--- src/rtl/adc_seq_pkg.sv ---
package adc_seq_pkg;
  typedef enum logic [1:0] {
    SQ_IDLE   = 2'd0,
    SQ_FIRST  = 2'd1,
    SQ_SECOND = 2'd2
  } seq_state_e;
endpackage

--- src/rtl/adc_clk_div.sv ---
module adc_clk_div #(
  parameter int DIV_W = 3
) (
  input  logic             clk,
  input  logic             rst_n,
  input  logic             en,
  input  logic [DIV_W-1:0] sel,
  output logic             tick
);
  localparam int CNT_W = DIV_W + 2;

  logic [CNT_W-1:0] cnt_q, cnt_n, term;
  logic             tick_q, tick_n;

  assign term = CNT_W'({sel, 1'b0}) + CNT_W'(3);

  always_comb begin
    cnt_n  = cnt_q;
    tick_n = 1'b0;
    if (!en) begin
      cnt_n = '0;
    end else if (cnt_q >= term) begin
      cnt_n  = '0;
      tick_n = 1'b1;
    end else begin
      cnt_n = cnt_q + CNT_W'(1);
    end
  end

  always_ff @(posedge clk or negedge rst_n) begin
    if (!rst_n) begin
      cnt_q  <= '0;
      tick_q <= 1'b0;
    end else begin
      cnt_q  <= cnt_n;
      tick_q <= tick_n;
    end
  end

  assign tick = tick_q;


  tick_gap_chk: assert property (@(posedge clk) disable iff (!rst_n)
    tick_q |=> !tick_q);
endmodule

--- src/rtl/adc_pair_ctrl.sv ---
module adc_pair_ctrl #(
  parameter int SRC_W = 5
) (
  input  logic                clk,
  input  logic                rst_n,
  input  logic                en,
  input  logic [SRC_W-1:0]    src_sel,
  input  logic [2**SRC_W-1:0] trig_bus,
  input  logic                sw_set,
  input  logic                rdy_clr,
  input  logic                done_pulse,
  output logic                sw_trig,
  output logic                pend,
  output logic                rdy
);
  logic sw_q, sw_n, pend_q, pend_n, rdy_q, rdy_n;
  logic hw_hit, accept;

  assign hw_hit = (src_sel != '0) && trig_bus[src_sel];
  assign accept = en && !pend_q && (sw_q || hw_hit);

  always_comb begin
    sw_n   = sw_q | (sw_set & ~pend_q);
    pend_n = pend_q;
    rdy_n  = rdy_q;
    if (accept) begin
      sw_n   = 1'b0;
      pend_n = 1'b1;
    end
    if (done_pulse) pend_n = 1'b0;
    if (rdy_clr)    rdy_n  = 1'b0;
    if (done_pulse) rdy_n  = 1'b1;
  end

  always_ff @(posedge clk or negedge rst_n) begin
    if (!rst_n) begin
      sw_q   <= 1'b0;
      pend_q <= 1'b0;
      rdy_q  <= 1'b0;
    end else begin
      sw_q   <= sw_n;
      pend_q <= pend_n;
      rdy_q  <= rdy_n;
    end
  end

  assign sw_trig = sw_q;
  assign pend    = pend_q;
  assign rdy     = rdy_q;


  en_gate_chk: assert property (@(posedge clk) disable iff (!rst_n)
    $rose(pend_q) |-> $past(en));

  sw_clr_chk: assert property (@(posedge clk) disable iff (!rst_n)
    $rose(pend_q) |-> !sw_q);

  rdy_hold_chk: assert property (@(posedge clk) disable iff (!rst_n)
    ($past(rdy_q) && !$past(rdy_clr)) |-> rdy_q);
endmodule

--- src/rtl/adc_seq_core.sv ---
module adc_seq_core
  import adc_seq_pkg::*;
#(
  parameter int NP    = 6,
  parameter int RES_W = 10
) (
  input  logic                      clk,
  input  logic                      rst_n,
  input  logic [NP-1:0]             pend,
  input  logic                      order_odd,
  input  logic                      eie,
  input  logic                      conv_done,
  output logic                      conv_req,
  output logic [$clog2(NP):0]       conv_ch,
  output logic                      wr_en,
  output logic [NP-1:0]             pair_done,
  output logic [NP-1:0]             irq_point
);
  localparam int PAIR_W = $clog2(NP);

  seq_state_e      state_q, state_n;
  logic [PAIR_W-1:0] cur_q, cur_n, pick;
  logic              odd_bit;

  always_comb begin
    pick = '0;
    for (int i = NP - 1; i >= 0; i--) begin
      if (pend[i]) pick = PAIR_W'(i);
    end
  end

  always_comb begin
    state_n = state_q;
    cur_n   = cur_q;
    case (state_q)
      SQ_IDLE:   if (|pend) begin state_n = SQ_FIRST; cur_n = pick; end
      SQ_FIRST:  if (conv_done) state_n = SQ_SECOND;
      SQ_SECOND: if (conv_done) state_n = SQ_IDLE;
      default:   state_n = SQ_IDLE;
    endcase
  end

  always_ff @(posedge clk or negedge rst_n) begin
    if (!rst_n) begin
      state_q <= SQ_IDLE;
      cur_q   <= '0;
    end else begin
      state_q <= state_n;
      cur_q   <= cur_n;
    end
  end

  assign odd_bit  = order_odd ^ (state_q == SQ_SECOND);
  assign conv_req = (state_q != SQ_IDLE);
  assign conv_ch  = {cur_q, odd_bit};
  assign wr_en    = conv_req && conv_done;

  for (genvar g = 0; g < NP; g++) begin : g_pair_evt
    logic hit;
    assign hit          = conv_done && (cur_q == PAIR_W'(g));
    assign pair_done[g] = hit && (state_q == SQ_SECOND);
    assign irq_point[g] = hit && (((state_q == SQ_FIRST) && eie) ||
                                  ((state_q == SQ_SECOND) && !eie));
  end


  req_hold_chk: assert property (@(posedge clk) disable iff (!rst_n)
    (conv_req && !conv_done) |=> (conv_req && $stable(conv_ch)));

  done_pend_chk: assert property (@(posedge clk) disable iff (!rst_n)
    (|pair_done) |-> ((pair_done & pend) == pair_done));
endmodule

--- src/rtl/adc_pair_seq.sv ---
module adc_pair_seq
  import adc_seq_pkg::*;
#(
  parameter int NP    = 6,
  parameter int RES_W = 10,
  parameter int OUT_W = 16,
  parameter int SRC_W = 5,
  parameter int DIV_W = 3
) (
  input  logic                    clk,
  input  logic                    rst_n,
  input  logic                    glb_en,
  input  logic                    eie_wr,
  input  logic                    eie_wdata,
  input  logic                    order_odd,
  input  logic                    fmt_frac,
  input  logic [DIV_W-1:0]        clk_div_sel,
  input  logic [NP-1:0]           irq_en,
  input  logic [NP*SRC_W-1:0]     src_sel,
  input  logic [2**SRC_W-1:0]     trig_bus,
  input  logic [NP-1:0]           sw_trig_set,
  input  logic [NP-1:0]           rdy_clr,
  input  logic                    conv_done,
  input  logic [RES_W-1:0]        conv_data,
  output logic                    conv_req,
  output logic [$clog2(NP):0]     conv_ch,
  output logic                    conv_tick,
  output logic                    eie,
  output logic [NP-1:0]           sw_trig,
  output logic [NP-1:0]           pend,
  output logic [NP-1:0]           rdy,
  output logic [NP-1:0]           irq,
  output logic [2*NP*OUT_W-1:0]   result
);
  localparam int NCH  = 2 * NP;
  localparam int CH_W = $clog2(NP) + 1;
  localparam int PADW = OUT_W - RES_W;

  logic [1:0]       rst_sync_q;
  logic             rst_i;
  logic             eie_q, eie_n;
  logic [NP-1:0]    irq_q, irq_n;
  logic [NP-1:0]    pair_done, irq_point;
  logic             wr_en;
  logic [OUT_W-1:0] wr_val;

  always_ff @(posedge clk or negedge rst_n) begin
    if (!rst_n) rst_sync_q <= 2'b00;
    else        rst_sync_q <= {rst_sync_q[0], 1'b1};
  end
  assign rst_i = rst_sync_q[1];

  always_comb begin
    eie_n = eie_q;
    if (eie_wr && !glb_en) eie_n = eie_wdata;
    irq_n = irq_point & irq_en;
  end

  always_ff @(posedge clk or negedge rst_i) begin
    if (!rst_i) begin
      eie_q <= 1'b0;
      irq_q <= '0;
    end else begin
      eie_q <= eie_n;
      irq_q <= irq_n;
    end
  end

  assign eie = eie_q;
  assign irq = irq_q;

  adc_clk_div #(.DIV_W(DIV_W)) u_div (
    .clk(clk), .rst_n(rst_i), .en(glb_en), .sel(clk_div_sel), .tick(conv_tick)
  );

  for (genvar p = 0; p < NP; p++) begin : g_pair
    adc_pair_ctrl #(.SRC_W(SRC_W)) u_pair (
      .clk(clk), .rst_n(rst_i), .en(glb_en),
      .src_sel(src_sel[p*SRC_W +: SRC_W]), .trig_bus(trig_bus),
      .sw_set(sw_trig_set[p]), .rdy_clr(rdy_clr[p]),
      .done_pulse(pair_done[p]),
      .sw_trig(sw_trig[p]), .pend(pend[p]), .rdy(rdy[p])
    );
  end

  adc_seq_core #(.NP(NP), .RES_W(RES_W)) u_seq (
    .clk(clk), .rst_n(rst_i), .pend(pend), .order_odd(order_odd), .eie(eie_q),
    .conv_done(conv_done), .conv_req(conv_req), .conv_ch(conv_ch),
    .wr_en(wr_en), .pair_done(pair_done), .irq_point(irq_point)
  );

  assign wr_val = fmt_frac ? {conv_data, {PADW{1'b0}}} : {{PADW{1'b0}}, conv_data};

  for (genvar c = 0; c < NCH; c++) begin : g_res
    logic [OUT_W-1:0] res_q, res_n;
    always_comb begin
      res_n = res_q;
      if (wr_en && (conv_ch == CH_W'(c))) res_n = wr_val;
    end
    always_ff @(posedge clk or negedge rst_i) begin
      if (!rst_i) res_q <= '0;
      else        res_q <= res_n;
    end
    assign result[c*OUT_W +: OUT_W] = res_q;
  end


  eie_lock_chk: assert property (@(posedge clk) disable iff (!rst_i)
    $past(glb_en) |-> $stable(eie_q));

  irq_gate_chk: assert property (@(posedge clk) disable iff (!rst_i)
    (irq_q & ~$past(irq_en)) == '0);
endmodule

--- config.mk ---
export PLATFORM = sky130hd
export DESIGN_NAME = adc_pair_seq
export DESIGN_NICKNAME = d
export VERILOG_FILES = /design/src/rtl/adc_seq_pkg.sv /design/src/rtl/adc_clk_div.sv /design/src/rtl/adc_pair_ctrl.sv /design/src/rtl/adc_seq_core.sv /design/src/rtl/adc_pair_seq.sv
export SDC_FILE = /design/constraint.sdc
export NUM_CORES = 1
export LEC_CHECK = 0
export BUFFER_PORTS_ARGS = -buffer_cell sky130_fd_sc_hd__clkbuf_2
export CORE_UTILIZATION = 35
export DETAILED_ROUTE_END_ITERATION = 8
export HOLD_SLACK_MARGIN = 0.15
export MAX_ROUTING_LAYER = met4
export PLACE_DENSITY = 0.63
export SLEW_MARGIN = 20
export SYNTH_ARGS = -nofsm -noshare
export SYNTH_HDL_FRONTEND = slang
export SYNTH_SLANG_ARGS = --single-unit
--- constraint.sdc ---
create_clock -name clk -period 7.79 [get_ports clk]
set_clock_uncertainty 0.1 [all_clocks]
set_input_delay 1.1685 -clock clk [delete_from_list [all_inputs] [get_ports clk]]
set_output_delay 1.1685 -clock clk [all_outputs]
set_load 0.02 [all_outputs]
==> impl_summary.log, run 1 <==
[metrics] status: completed
[metrics] detailed-routing iteration count for the pre-antenna-repair pass: 5
[metrics] Crit-path slowest cell: xor2_4
[metrics] share of Yosys cell area claimed by the top area cell type: 0.518
[metrics] Post-Place Worst Slack: 4530 ps
[metrics] largest buffer count on any clock path: 3
[metrics] commonest register cell after synthesis: dfrtp_1
[metrics] number of enable-type register cells in the synthesized netlist: 0
[metrics] Max Transition Viols Final: 0
[metrics] slowest cell delay on critical path: 390 ps
[metrics] CP Max Fanout: 9
[metrics] number of standard cells after synthesis: 910
[metrics] maximum operating frequency: 307 MHz
[metrics] worst flop-to-flop path endpoint: g_res[5].res_q[12]
[metrics] number of cells on the worst hold path: 0
[metrics] Worst R2R Path Depth: 5
[metrics] Core Region: 30,900 µm²
[metrics] drt via density: 5.19
[metrics] clock transition time at the flip-flop clock pins of the worst setup and hold paths: 60 ps
[metrics] die width: 180 µm
[metrics] nets: 1,310
[metrics] Buffers on Ports: 322
[metrics] type of element capturing the critical path: output pin
[metrics] total vias in the final route: 8,404
[metrics] Synthesized Nets: 1,017
[metrics] Final Cycle Share: 0.418
[metrics] required arrival time at the worst endpoint: 6520 ps
[metrics] maximum number of pins on one net before global-route repair: 82
[metrics] yosys warns: 0
[metrics] CTS hold repair buffers: 0
[metrics] Post-DP HPWL: 24,700 µm
[metrics] post-layout total power: 4.62 mW
[metrics] type of element launching the critical path: input port
[metrics] Final setup viols: 0
[metrics] worst min-delay path class: reg2reg
[metrics] Skew-Pair Late Insertion Delay: 520 ps
[metrics] DRT antenna net count: 0
[metrics] initial antenna violation count: 1
[metrics] fraction of registers with async set or reset after synthesis: 1.00
[metrics] Die Span Y: 180 µm
[metrics] sequential cell area fraction in the yosys report: 0.518
[metrics] Worst IR Drop VDD: 0.173 mV
[metrics] count of unique library cells instantiated by Yosys: 58
[metrics] total clock buffers created by CTS: 27
[metrics] final hold vios: 0
[metrics] met1 track demand over resource in global routing: 0.283
[metrics] area taken by flip-flops and latches: 5760 µm²
[metrics] cell types occupying the most area after synthesis: dfrtp_1, mux2_2, mux2i_1
[metrics] Final Routed Wirelength: 34,100 µm
[metrics] r2r startpoint: u_seq.cur_q[2]
[metrics] Slew headroom: 0.298
[metrics] Clock Tree Root: clkbuf_16
[metrics] final core utilization: 0.448
[metrics] Post-CTS Setup Bufs: 0
[metrics] RSZ-0062 raised after global routing: no
[metrics] power per standard cell area: 334 nW/µm²
[metrics] routed wire length per instance: 21.0 µm
[metrics] Post-CTS Resized: 0
[metrics] fillcell total: 2,965
[metrics] number of placement rows: 64
[metrics] placer congestion estimate: 0.944
[metrics] number of H-tree levels: 1
[metrics] setup slack after layout: 4530 ps
[metrics] Post-synth top cells: dfrtp_1, mux2_2, mux2i_1
[metrics] critical path start-end classification: in2out
[metrics] end point of the critical path: conv_ch[0]
[metrics] chain of cells forming the critical path: clkbuf_2 -> xor2_4 -> inv_1 -> clkbuf_2
[metrics] Synth Cell Area: 11,100 µm²
[metrics] leakage power total: 7.13 nW
[metrics] vias in the first global route: 8,417
[metrics] crit path time final: 3260 ps
[metrics] largest area contributor in the synthesized netlist: dfrtp_1
[metrics] slew at the pin closest to its max-slew limit: 1050 ps
[metrics] starting density of the core: 0.360
[metrics] total global routing overflow: 0
[metrics] global-route total usage across every layer: 0.214
[metrics] share of final-layout standard cells stronger than drive strength 1: 0.466
[metrics] area of the die: 32,500 µm²
[metrics] met2 demand-to-capacity share in global routing: 0.325
[metrics] worst setup path startpoint: order_odd
[metrics] total DRC errors in the routed layout: 0
[metrics] TritonCTS clock tree: built
[metrics] total area of multi-input combinational cells: 4870 µm²
[metrics] I/O pin count: 324
[metrics] hold path startpoint: rst_sync_q[0]
[metrics] synthesis-stage register bit count: 230
[metrics] violation count after the first detailed-routing iteration: 500
[metrics] clock sink count: 230
[metrics] met3 Usage GRT: 0.0426
[metrics] Final TNS setup: 0 ps
[metrics] Max-Cap Viols: 0
[metrics] GR peak layer: met2
[metrics] syn avg cell area: 12.2 µm²
[metrics] data arrival time at the worst-slack endpoint: 1990 ps
[metrics] area growth from synthesis to final layout: 24.6%
[metrics] global-route wire length before repair: 52,000 µm
[metrics] register-to-register setup slack: 5140 ps
[metrics] most prevalent standard cell on the critical path: clkbuf_2
[metrics] library cell with the highest instance count after synthesis: dfrtp_1
-- stage by stage --
stage	hold slack [ps]	instances	instance area [µm²]
final	253	1619	13900
after global routing	275	1619	13900
after CTS	264	1617	13800
after detailed placement	245	1569	12900
after global placement	236	1569	12900
after floorplan	231	910	11100
-- state kept, by name, indices dropped and copies added (netlist names) --
name	count
g_res.res_q	192
g_pair.u_pair.pend	6
g_pair.u_pair.rdy	6
g_pair.u_pair.sw_trig	6
irq	6
u_div.cnt_q	5
u_seq.cur_q	3
rst_sync_q	2
u_seq.state_q	2
eie	1
u_div.tick	1
-- power breakdown --
group	switching [mW]	total, mW	internal (mW)
Clock	0.498	1.34	0.843
Combinational	0.966	1.55	0.580
Sequential	0.205	1.73	1.53
Total	1.67	4.62	2.95
-- cells by family (layout without fill, tap and decap cells) --
logic type / after synthesis / in the layout / synth area share
buf+inv: 89 / 401 / 0.0468
mux: 249 / 249 / 0.258
compound gates: 133 / 133 / 0.0763
fa+ha+maj: 6 / 6 / 0.00675
other cells: 1 / 2 / 0.000337
flops: 230 / 230 / 0.518
simple gates: 197 / 197 / 0.0889
xor+xnor: 5 / 5 / 0.00563
-- layer usage --
layer,vias to the layer above,share of wire
met5,-,0
met4,0,0.037
met3,85,0.063
met2,315,0.45
met1,4188,0.45
li1,3816,-
-- how the worst min path moves through the flow --
stage                         end  slack, ps
floorplan           rst_sync_q[1]        230
global placement    rst_sync_q[1]        240
detailed placement  rst_sync_q[1]        250
CTS                 rst_sync_q[1]        260
global route        rst_sync_q[1]        280
finish              rst_sync_q[1]        250
-- final cells by class --
cell class,instances,share of cell area
Sequential cell,230,0.416
Multi-Input combinational cell,591,0.351
Timing Repair Buffer,330,0.122
Clock buffer,40,0.0581
Tap cell,396,0.0358
Clock inverter,8,0.0107
Inverter,23,0.00623
Antenna cell,1,0.000181
-- critical path, delay by kind of cell --
family | cells | cell delay (ps)
buffers and inverters | 3 | 430
xor gates and xnor gates | 1 | 390
-- layout by cell type (no fill, tap or decap), types with 5 or more instances in the layout --
master | netlist | final
mux2_4 | 10 | 10
buf_4 | 24 | 7
o31ai_1 | 7 | 7
nor2_1 | 33 | 33
mux4_2 | 11 | 11
ha_1 | 6 | 6
nand3_1 | 22 | 22
clkbuf_2 | 0 | 322
inv_1 | 22 | 22
nand2_1 | 74 | 74
clkbuf_8 | 0 | 8
mux2_2 | 149 | 149
o21ai_0 | 45 | 45
clkbuf_16 | 0 | 27
a21o_1 | 7 | 7
a22oi_1 | 16 | 16
and2_1 | 11 | 11
and3_1 | 9 | 9
a21oi_1 | 31 | 31
nor2b_1 | 19 | 16
dfrtp_1 | 230 | 229
mux2i_1 | 79 | 79
clkbuf_1 | 20 | 5
nand2b_1 | 8 | 8
Power figures use the tool's default switching activity.
==> run 2: changes to the inputs <==
- clock period: 7.79 -> 3.35 ns (I/O delays scaled with it)
==> impl_summary.log, run 2 (synthesized netlist as in run 1, its figures left out) <==
[metrics] register-to-register setup slack: 1010 ps (was 5140 ps)
[metrics] Worst R2R Path Depth: 5 (unchanged)
[metrics] maximum number of pins on one net before global-route repair: 55 (was 82)
[metrics] largest buffer count on any clock path: 3 (unchanged)
[metrics] endpoint of the worst hold path: g_pair[0].u_pair.sw_trig (was rst_sync_q[1])
[metrics] die width: 180 µm (unchanged)
[metrics] power per standard cell area: 752 nW/µm² (was 334 nW/µm²)
[metrics] nets: 1,328 (was 1,310)
[metrics] Skew-Pair Late Insertion Delay: 510 ps (was 520 ps)
[metrics] number of buffers and inverters on the critical path: 2 (was 3)
[metrics] Buffers on Ports: 322 (unchanged)
[metrics] total clock buffers created by CTS: 25 (was 27)
[metrics] CP Max Fanout: 9 (unchanged)
[metrics] non-filler instance count after layout: 1,636 (was 1,619)
[metrics] met3 Usage GRT: 0.0366 (was 0.0426)
[metrics] number of cells on the worst hold path: 3 (was 0)
[metrics] total vias in the final route: 8,440 (was 8,404)
[metrics] number of H-tree levels: 1 (unchanged)
[metrics] Die Span Y: 180 µm (unchanged)
[metrics] type of element launching the critical path: flip-flop (was input port)
[metrics] slowest cell delay on critical path: 400 ps (was 390 ps)
[metrics] Core Region: 30,900 µm² (unchanged)
[metrics] total DRC errors in the routed layout: 0 (unchanged)
[metrics] met1 track demand over resource in global routing: 0.276 (was 0.283)
[metrics] total cell area at the placement stage: 12,900 µm² (about the same)
[metrics] type of element capturing the critical path: output pin (unchanged)
[metrics] vias in the first global route: 8,552 (was 8,417)
[metrics] met2 demand-to-capacity share in global routing: 0.335 (was 0.325)
[metrics] Max Transition Viols Final: 0 (unchanged)
[metrics] Post-CTS Setup Bufs: 0 (unchanged)
[metrics] TritonCTS clock tree: built (unchanged)
[metrics] total global routing overflow: 0 (unchanged)
[metrics] Final TNS setup: 0 ps (unchanged)
[metrics] required arrival time at the worst endpoint: 2750 ps (was 6520 ps)
[metrics] data arrival time at the worst-slack endpoint: 1760 ps (was 1990 ps)
[metrics] Final Cycle Share: 0.705
[metrics] slew at the pin closest to its max-slew limit: 1130 ps (was 1050 ps)
[metrics] I/O pin count: 324 (unchanged)
[metrics] top register by number of flip-flops: g_res.res_q (unchanged)
[metrics] most common cell after layout, fill and taps aside: clkbuf_2 (unchanged)
[metrics] placer congestion estimate: 0.943 (was 0.944)
[metrics] number of placed instances, taps included: 1,575 (was 1,569)
[metrics] status: completed (unchanged)
[metrics] GR peak layer: met2 (unchanged)
[metrics] r2r startpoint: u_seq.state_q[0] (was u_seq.cur_q[2])
[metrics] Clock Tree Root: clkbuf_16 (unchanged)
[metrics] area of the die: 32,500 µm² (unchanged)
[metrics] detailed-routing iteration count for the pre-antenna-repair pass: 5 (unchanged)
[metrics] Final Routed Wirelength: 34,000 µm (was 34,100 µm)
[metrics] Final setup viols: 0 (unchanged)
[metrics] Post-DP HPWL: 25,400 µm (was 24,700 µm)
[metrics] leakage power total: 7.19 nW (was 7.13 nW)
[metrics] routed wire length per instance: 20.8 µm (was 21.0 µm)
[metrics] global-route total usage across every layer: 0.215 (was 0.214)
[metrics] Max-Cap Viols: 0 (unchanged)
[metrics] clock sink count: 230 (unchanged)
[metrics] Slew headroom: 0.248 (was 0.298)
[metrics] crit path time final: 2360 ps
[metrics] worst min-delay path class: in2reg (was reg2reg)
[metrics] highest-count cells in the layout ignoring fill and taps: clkbuf_2, dfrtp_1, mux2_2 (unchanged)
[metrics] Post-CTS Resized: 0 (unchanged)
[metrics] CTS hold repair buffers: 15 (was 0)
[metrics] post-route cell area: 13,900 µm² (about the same)
[metrics] Worst IR Drop VDD: 0.390 mV (was 0.173 mV)
[metrics] chain of cells forming the critical path: nand2b_4 -> xor2_4 -> inv_1 -> clkbuf_2 (was clkbuf_2 -> xor2_4 -> inv_1 -> clkbuf_2)
[metrics] hold path startpoint: sw_trig_set[0] (was rst_sync_q[0])
[metrics] share of final-layout standard cells stronger than drive strength 1: 0.462 (was 0.466)
[metrics] cell type group with the largest total delay on the critical path: flip-flops (was buffers and inverters)
[metrics] DRT antenna net count: 0 (unchanged)
[metrics] starting density of the core: 0.360 (unchanged)
[metrics] area growth from synthesis to final layout: 25.4% (was 24.6%)
[metrics] global-route wire length before repair: 52,500 µm (was 52,000 µm)
[metrics] number of flip-flops under the largest register name: 192 (unchanged)
[metrics] worst flop-to-flop path endpoint: g_res[4].res_q[5] (was g_res[5].res_q[12])
[metrics] violation count after the first detailed-routing iteration: 424 (was 500)
[metrics] final hold vios: 0 (unchanged)
[metrics] critical path start-end classification: reg2out (was in2out)
[metrics] maximum operating frequency: 423 MHz
[metrics] drt via density: 5.16 (was 5.19)
[metrics] final worst hold slack: 184 ps (was 253 ps)
[metrics] Crit-path slowest cell: dfrtp_1 (was xor2_4)
[metrics] clock transition time at the flip-flop clock pins of the worst setup and hold paths: 60 ps (about the same)
[metrics] number of placement rows: 64 (unchanged)
[metrics] initial antenna violation count: 1 (unchanged)
[metrics] RSZ-0062 raised after global routing: no (unchanged)
## run 2: cell types whose count changed in the layout (fill, tap and decap cells not counted), moves of 3 or more
| cell | change |
|---|---|
| clkbuf_1 | -3 |
| clkinv_2 | +3 |
| dlygate4sd3_1 | +15 |
| buf_4 | +4 |
## run 2: metrics by stage
step | util | power (mW) | setup WS [ps]
floorplan | - | 6.35 | 926
global placement | 0.418 | 7.61 | 897
detailed placement | 0.419 | 7.70 | 920
CTS | 0.451 | 10.6 | 948
global route | 0.451 | 11.0 | 852
finish | 0.451 | 10.5 | 989
## run 2: cell type report
type / instances / area (µm²)
repair buffers: 350 / 1880
clock buffers: 36 / 757
clock inverters: 9 / 103
diodes: 1 / 2.50
inverters: 23 / 86.3
flip-flops and latches: 230 / 5760
multi-input cells: 591 / 4860
well taps: 396 / 495
fillers: 2989 / 17000
## run 2: report_power, final
part / internal, mW / switching, mW
logic: 1.37 / 2.24
registers: 3.55 / 0.484
clock network: 1.72 / 1.12
total: 6.65 / 3.84
## run 2: worst max path at each step
stage / end / startpoint / slack, ps / cells after the start
finish: conv_ch[0] / u_seq.state_q[0] / 990 / 4
global route: g_res[6].res_q[2] / u_seq.state_q[1] / 850 / 5
CTS: conv_ch[0] / u_seq.state_q[0] / 950 / 4
detailed placement: g_res[4].res_q[0] / order_odd / 920 / 5
global placement: g_res[4].res_q[2] / fmt_frac / 900 / 3
floorplan: eie / rst_sync_q[1] / 930 / 0
## run 2: worst reg2reg max path, stage by stage, from the launching register on
cell and delay (ps):
dfrtp_1 400, nand2b_4 190, xor2_4 390, nand2b_4 140, nor2_4 590, mux2_2 420
## run 2: metal layers
layer	wire length (µm)	up-vias
met2	15800	277
li1	-	3854
met3	1760	80
met5	0	-
met1	15000	4229
met4	1450	0
